$ cat src/rtl/bfu_pkg.sv
package bfu_pkg;

  typedef enum logic [2:0] {
    K_NONE  = 3'd0,
    K_BYTE  = 3'd1,
    K_CLRF  = 3'd2,
    K_CLRW  = 3'd3,
    K_MOVWF = 3'd4
  } bfu_kind_e;

  localparam int OFS_INDIRECT = 0;
  localparam int OFS_STATUS   = 3;
  localparam int OFS_POINTER  = 4;

  // Offsets whose storage is shared by both banks.
  function automatic bit is_mirrored(int ofs);
    return (ofs == 2) || (ofs == OFS_STATUS) || (ofs == OFS_POINTER) ||
           (ofs == 10) || (ofs == 11);
  endfunction

endpackage

$ cat src/rtl/bfu_addr.sv
module bfu_addr #(
  parameter int ADDR_W = 7
) (
  input  logic [ADDR_W-1:0] dir_addr,
  input  logic              bank,
  input  logic [ADDR_W:0]   ptr,
  output logic [ADDR_W:0]   phys,
  output logic              is_null
);
  import bfu_pkg::*;

  logic              indirect;
  logic [ADDR_W:0]   eff;
  logic [ADDR_W-1:0] eff_ofs;

  always_comb begin
    indirect = (dir_addr == ADDR_W'(OFS_INDIRECT));
    eff      = indirect ? ptr : {bank, dir_addr};
    eff_ofs  = eff[ADDR_W-1:0];
    is_null  = indirect && (ptr[ADDR_W-1:0] == '0);
    if (is_mirrored(int'(eff_ofs)))
      phys = {1'b0, eff_ofs};
    else
      phys = eff;
  end
endmodule

$ cat src/rtl/bfu_steer.sv
module bfu_steer #(
  parameter int DATA_W = 8
) (
  input  logic [2:0]        kind_i,
  input  logic              dest_i,
  input  logic [DATA_W-1:0] alu_i,
  input  logic [DATA_W-1:0] w_i,
  output logic              file_we,
  output logic [DATA_W-1:0] file_wd,
  output logic              w_we,
  output logic [DATA_W-1:0] w_wd
);
  import bfu_pkg::*;

  always_comb begin
    file_we = 1'b0;
    file_wd = '0;
    w_we    = 1'b0;
    w_wd    = '0;
    case (kind_i)
      K_BYTE: begin
        if (dest_i) begin
          file_we = 1'b1;
          file_wd = alu_i;
        end else begin
          w_we = 1'b1;
          w_wd = alu_i;
        end
      end
      K_CLRF:  file_we = 1'b1;
      K_CLRW:  w_we    = 1'b1;
      K_MOVWF: begin
        file_we = 1'b1;
        file_wd = w_i;
      end
      default: ;
    endcase
  end
endmodule

$ cat src/rtl/bfu_store.sv
module bfu_store #(
  parameter int DATA_W = 8,
  parameter int ADDR_W = 7
) (
  input  logic              clk,
  input  logic              rst_n,
  input  logic              we,
  input  logic [ADDR_W:0]   addr,
  input  logic [DATA_W-1:0] wd,
  input  logic              rd_null,
  output logic [DATA_W-1:0] rdata,
  output logic [DATA_W-1:0] status_o,
  output logic [DATA_W-1:0] ptr_o
);
  import bfu_pkg::*;

  localparam int DEPTH = 1 << (ADDR_W + 1);
  localparam int HALF  = DEPTH / 2;

  logic [DATA_W-1:0] cells [DEPTH];

  for (genvar i = 0; i < DEPTH; i++) begin : g_cell
    localparam int OFS = i % HALF;
    localparam bit HOLE = (OFS == OFS_INDIRECT) || ((i >= HALF) && is_mirrored(OFS));
    if (HOLE) begin : g_hole
      assign cells[i] = '0;
    end else begin : g_reg
      logic [DATA_W-1:0] q;
      always_ff @(posedge clk or negedge rst_n) begin
        if (!rst_n)
          q <= '0;
        else if (we && (addr == (ADDR_W+1)'(i)))
          q <= wd;
      end
      assign cells[i] = q;
    end
  end

  assign rdata    = rd_null ? '0 : cells[addr];
  assign status_o = cells[OFS_STATUS];
  assign ptr_o    = cells[OFS_POINTER];
endmodule

$ cat src/rtl/bank_file_unit.sv
module bank_file_unit #(
  parameter int DATA_W  = 8,
  parameter int ADDR_W  = 7,
  parameter int RP0_BIT = 5
) (
  input  logic              clk,
  input  logic              rst_n,
  input  logic              req_valid,
  output logic              req_ready,
  input  logic [2:0]        req_kind,
  input  logic [ADDR_W-1:0] req_addr,
  input  logic              req_dest,
  input  logic [DATA_W-1:0] alu_result,
  output logic [DATA_W-1:0] rd_data,
  output logic [DATA_W-1:0] w_out
);
  localparam int AW1 = ADDR_W + 1;

  logic              ready_q;
  logic              fire;
  logic [DATA_W-1:0] w_q;
  logic [DATA_W-1:0] status_q;
  logic [DATA_W-1:0] ptr_q;
  logic [AW1-1:0]    phys_addr;
  logic              is_null;
  logic              file_we, w_we;
  logic [DATA_W-1:0] file_wd, w_wd;
  logic              store_we;

  always_ff @(posedge clk or negedge rst_n) begin
    if (!rst_n) ready_q <= 1'b0;
    else        ready_q <= 1'b1;
  end

  assign req_ready = ready_q;
  assign fire      = req_valid && ready_q;

  bfu_addr #(.ADDR_W(ADDR_W)) u_addr (
    .dir_addr (req_addr),
    .bank     (status_q[RP0_BIT]),
    .ptr      (ptr_q[AW1-1:0]),
    .phys     (phys_addr),
    .is_null  (is_null)
  );

  bfu_steer #(.DATA_W(DATA_W)) u_steer (
    .kind_i  (req_kind),
    .dest_i  (req_dest),
    .alu_i   (alu_result),
    .w_i     (w_q),
    .file_we (file_we),
    .file_wd (file_wd),
    .w_we    (w_we),
    .w_wd    (w_wd)
  );

  assign store_we = fire && file_we && !is_null;

  bfu_store #(.DATA_W(DATA_W), .ADDR_W(ADDR_W)) u_store (
    .clk      (clk),
    .rst_n    (rst_n),
    .we       (store_we),
    .addr     (phys_addr),
    .wd       (file_wd),
    .rd_null  (is_null),
    .rdata    (rd_data),
    .status_o (status_q),
    .ptr_o    (ptr_q)
  );

  always_ff @(posedge clk or negedge rst_n) begin
    if (!rst_n)              w_q <= '0;
    else if (fire && w_we)   w_q <= w_wd;
  end

  assign w_out = w_q;
endmodule

$ cat config.mk
export PLATFORM = sky130hd
export DESIGN_NAME = bank_file_unit
export DESIGN_NICKNAME = d
export VERILOG_FILES = /design/src/rtl/bfu_pkg.sv /design/src/rtl/bfu_addr.sv /design/src/rtl/bfu_steer.sv /design/src/rtl/bfu_store.sv /design/src/rtl/bank_file_unit.sv
export SDC_FILE = /design/constraint.sdc
export NUM_CORES = 2
export LEC_CHECK = 0
export BUFFER_PORTS_ARGS = -buffer_cell sky130_fd_sc_hd__buf_2
export CAP_MARGIN = 20
export CELL_PAD_IN_SITES_DETAIL_PLACEMENT = 0
export CELL_PAD_IN_SITES_GLOBAL_PLACEMENT = 1
export CORE_MARGIN = 4
export CORE_UTILIZATION = 51
export DETAILED_ROUTE_END_ITERATION = 6
export PLACE_DENSITY_LB_ADDON = 0.1
export RECOVER_POWER = 25
export SYNTH_ARGS = -nofsm -noshare
export SYNTH_HDL_FRONTEND = slang
export SYNTH_SLANG_ARGS = --single-unit
$ cat constraint.sdc
create_clock -name clk -period 4.05 [get_ports clk]
set_input_delay 0.2025 -clock clk [delete_from_list [all_inputs] [get_ports clk]]
set_output_delay 0.2025 -clock clk [all_outputs]
set_load 0.02 [all_outputs]
==> results_dict.tcl <==
set metrics [dict create \
    status "finished with violations" \
    failed_checks "capacitance limit, slew limit, setup timing" \
    largest_family_of_logic_cells_by_synthesized_area "compound AO/OA/AOI/OAI gates" \
    floorplan.die_area_um2 187300 \
    boundaryPins 39 \
    syn-instance-count 9415 \
    end_kind "output pin" \
    worst-setup-path-type "register to output pin" \
    grt_pass1_wl_mm 481.6 \
    clk_root_buffer_cell "sky130_fd_sc_hd__clkbuf_16" \
    finalWorstSetupSlack_ns -0.7751 \
    synth.yosys.warnings 0 \
    layout-drive-gt1-share 0.2134 \
    critical_path.startpoint_type "register" \
    drt-wirelength-per-cell_um 26.60 \
    yosys_register_bits 2001 \
    ff_latch_area_um2 50080 \
    final_util 0.6090 \
    post_synthesis_share_of_cell_area_spent_on_full_adders_half_adders_and_majority_gates 0 \
    crit_path_max_fanout 6 \
    slew_at_the_pin_with_the_worst_max_slew_slack_ns 2.209 \
    drtAntennaViolNets 0 \
    post_layout_nonfiller_instances 12170 \
    seq_area_frac_synth 0.5440 \
    die_height_um 432.8 \
    yosys-top-cells-count "sky130_fd_sc_hd__nand2_1 (2383), sky130_fd_sc_hd__dfrtp_1 (2001), sky130_fd_sc_hd__o21ai_0 (1436)" \
    rows 155 \
    filler_cell_count 15110 \
    crit_path_frequent_cell "sky130_fd_sc_hd__buf_4" \
    drt_iter0_markers 7990 \
    yosys.cell_count.top_type "sky130_fd_sc_hd__nand2_1" \
    drtPass1Iterations 6 \
    cp_cell_sequence "nor4b_4, buf_4, a21oi_4, buf_12, buf_8, a211oi_2, o21a_1, or4_4, a221oi_4, buf_6, nand4_1, buf_4, nor4_4, buf_4" \
    synth_compound_area_frac 0.1498 \
    clock_network_latency_to_the_later_pin_of_the_worst_skew_pair_ns 0.87 \
    via_per_inst 6.110 \
    mappedNetlistNets 9437 \
    ys_types 76 \
    dieWidth_um 432.8 \
    htree_levels 4 \
    total_leakage_power_nw 48.57 \
    grt_util_met2 0.5175 \
    number_of_global_route_vias_before_repair 72400 \
    timing.max_cap.violations 8 \
    cts_buffers 212 \
    final_nets 9661 \
    placed_cells 11630 \
    cts_tree "yes" \
    power_per_cell_area_nw_per_um2 394.4 \
    maximum_number_of_pins_on_one_net_before_global_route_repair 159 \
    period_minus_slack_ns 4.825 \
    routed_wirelength_mm 323.6 \
    synth_enable_flop_cells 0 \
    num_vias 74320 \
    port_buffers 38 \
    synth_top_area_cell "sky130_fd_sc_hd__dfrtp_1" \
    placer_s_final_routability_congestion_estimate 0.9221 \
    period_share 1.191 \
    route.detailed.drc 0 \
    syn_to_final_growth_pct 18.44 \
    place.detailed.hpwl_mm 205.6 \
    gr-max-usage-layer "met2" \
    initial_antenna_violation_count 9 \
    total_power_mw 43.00 \
    synthSimpleGateAreaFrac 0.1381 \
    fraction_of_registers_with_async_set_or_reset_after_synthesis 1.000 \
    timing.critical_path.arrival_ns 4.62 \
    grt_use_total 0.3418 \
    achievable-frequency_mhz 207.3 \
    syn_area_per_cell_um2 9.777 \
    mappedNetlistArea_um2 92050 \
    ys.flop_type "sky130_fd_sc_hd__dfrtp_1" \
    met3_usage 0.06562 \
    cts.sinks 2001 \
    worst_slew_slack_as_a_fraction_of_its_limit -0.4726 \
    critical_path_buf_inv_count 6 \
    setup_viol 8 \
    required_time_at_the_endpoint_of_the_critical_path_ns 3.85 \
    worst_hold_path_type "primary input to register" \
    multiInputGateArea_um2 39620 \
    final-max-slew-violation-count 488 \
    ctsLongestPathBuffers 3 \
    path_clk_slew_ns 0.07 \
    timing.critical_path.slowest_cell_delay_ns 0.50 \
    gr-total-overflow 0 \
    setup_repair_after_global_routing_missed_its_margin "yes" \
    floorplan.core_area_um2 179000 \
    synth.top_cells.by_area "sky130_fd_sc_hd__dfrtp_1 (54%), sky130_fd_sc_hd__nand2_1 (9.7%), sky130_fd_sc_hd__o21ai_0 (7.8%)" \
    critical_path.top_delay_family "simple AND/OR/NAND/NOR gates" \
    global_route.usage.met1 0.4846 \
    initial_core_util 0.5142 \
    yosys.area_share.xor_xnor 0.00009515 \
    final-hold-violation-count 0 \
    clock-skew-final_ns 0.04014 \
    slowest_stage "sky130_fd_sc_hd__or4_4" \
    ir_worst_vdd_v 0.0003344 \
    post-place-ws_ns -1.091 \
    synth_top_area_share 0.5440 \
    yosys-mux-area-fraction 0.1246 \
]
==> layout make-up <==
cell class	instances	share of cell area
Antenna cell	2	0.00004591
Clock buffer	339	0.06009
Clock inverter	44	0.004097
Inverter	189	0.006508
Multi-Input combinational cell	6420	0.3635
Sequential cell	2001	0.4593
Tap cell	2355	0.02703
Timing Repair Buffer	815	0.07943
==> flip-flops by register name, summed over array words and instances, names as in the netlist <==
signal and cells:
u_store.status_o 8, u_store.g_cell.g_reg.q 1976, req_ready 1, w_out 8
u_store.ptr_o 8
==> final timing paths <==
kind	startpoint	endpoint	depth (start not counted)	slack, ns
setup / recovery	u_store.ptr_o[0]	rd_data[2]	14	-0.78
hold reg to reg	u_store.g_cell[39].g_reg.q[7]	u_store.g_cell[39].g_reg.q[7]	2	0.48
max in group asynchronous	rst_n	u_store.g_cell[71].g_reg.q[6]	5	0.15
setup reg to reg	u_store.ptr_o[0]	u_store.g_cell[127].g_reg.q[5]	13	0.17
hold / removal	req_dest	w_out[2]	5	0.06
min in group asynchronous	rst_n	u_store.g_cell[171].g_reg.q[2]	3	0.89
==> metrics by stage <==
stage	setup TNS, ns	instance area [um^2]	hold WS [ns]
CTS	-4.517	107700	0.002077
global placement	-4.298	98300	0.2209
finish	-4.243	109000	0.06305
global route	-19.25	109000	0.1250
detailed placement	-4.419	98320	0.2218
floorplan	0	92050	-0.09309
==> where the power goes <==
part	switching, mW	leakage, nW	internal, mW	total [mW]
combinational	2.26	17.6	1.06	3.32
clock	8.23	3.46	11.4	19.6
sequential	0.0200	27.5	20.0	20.1
total	10.5	48.6	32.5	43.0
==> per-layer routing <==
| metal | vias to the layer above | part of all wire |
|---|---|---|
| met5 | - | 0.00011 |
| met4 | 6 | 0.046 |
| met3 | 665 | 0.080 |
| met2 | 3005 | 0.45 |
| met1 | 37540 | 0.43 |
| li1 | 33110 | - |
==> placed cells by master, fill, tap and decap left out, types with 183 or more instances in the layout <==
| cell type | netlist | layout |
|---|---|---|
| sky130_fd_sc_hd__clkbuf_16 | 0 | 230 |
| sky130_fd_sc_hd__a211oi_1 | 358 | 352 |
| sky130_fd_sc_hd__buf_4 | 12 | 502 |
| sky130_fd_sc_hd__a21oi_1 | 227 | 183 |
| sky130_fd_sc_hd__o21ai_0 | 1436 | 1396 |
| sky130_fd_sc_hd__nand3_1 | 423 | 401 |
| sky130_fd_sc_hd__nand2_1 | 2383 | 2378 |
| sky130_fd_sc_hd__dfrtp_1 | 2001 | 1999 |
| sky130_fd_sc_hd__inv_1 | 189 | 189 |
| sky130_fd_sc_hd__mux2i_1 | 274 | 269 |
| sky130_fd_sc_hd__mux2_2 | 623 | 622 |
==> cells by family (layout without fill, tap and decap cells) <==
family | Yosys count | after routing
mux | 989 | 989
simple gates | 3066 | 3066
flops | 2001 | 2001
compound gates | 2363 | 2363
xor+xnor | 1 | 1
buf+inv | 994 | 1387
other cells | 1 | 3
==> worst min-delay path, cell delays in order <==
cell and delay, ns:
sky130_fd_sc_hd__buf_2 0.10, sky130_fd_sc_hd__nand2b_1 0.07, sky130_fd_sc_hd__nand2_1 0.36, sky130_fd_sc_hd__nand2_1 0.09
sky130_fd_sc_hd__o21ai_0 0.06
==> repair_timing <==
action / 4_1_cts / 5_1_grt
setup buffers: 67 / 48
hold buffers: 19 / 0
hold endpoints to repair: 761 / 0
pin swaps: 56 / 78
gates resized for setup: 234 / 202
setup endpoints to repair: 8 / 8
gates cloned: 17 / 11
No activity file was read; power rests on OpenSTA's default activity.
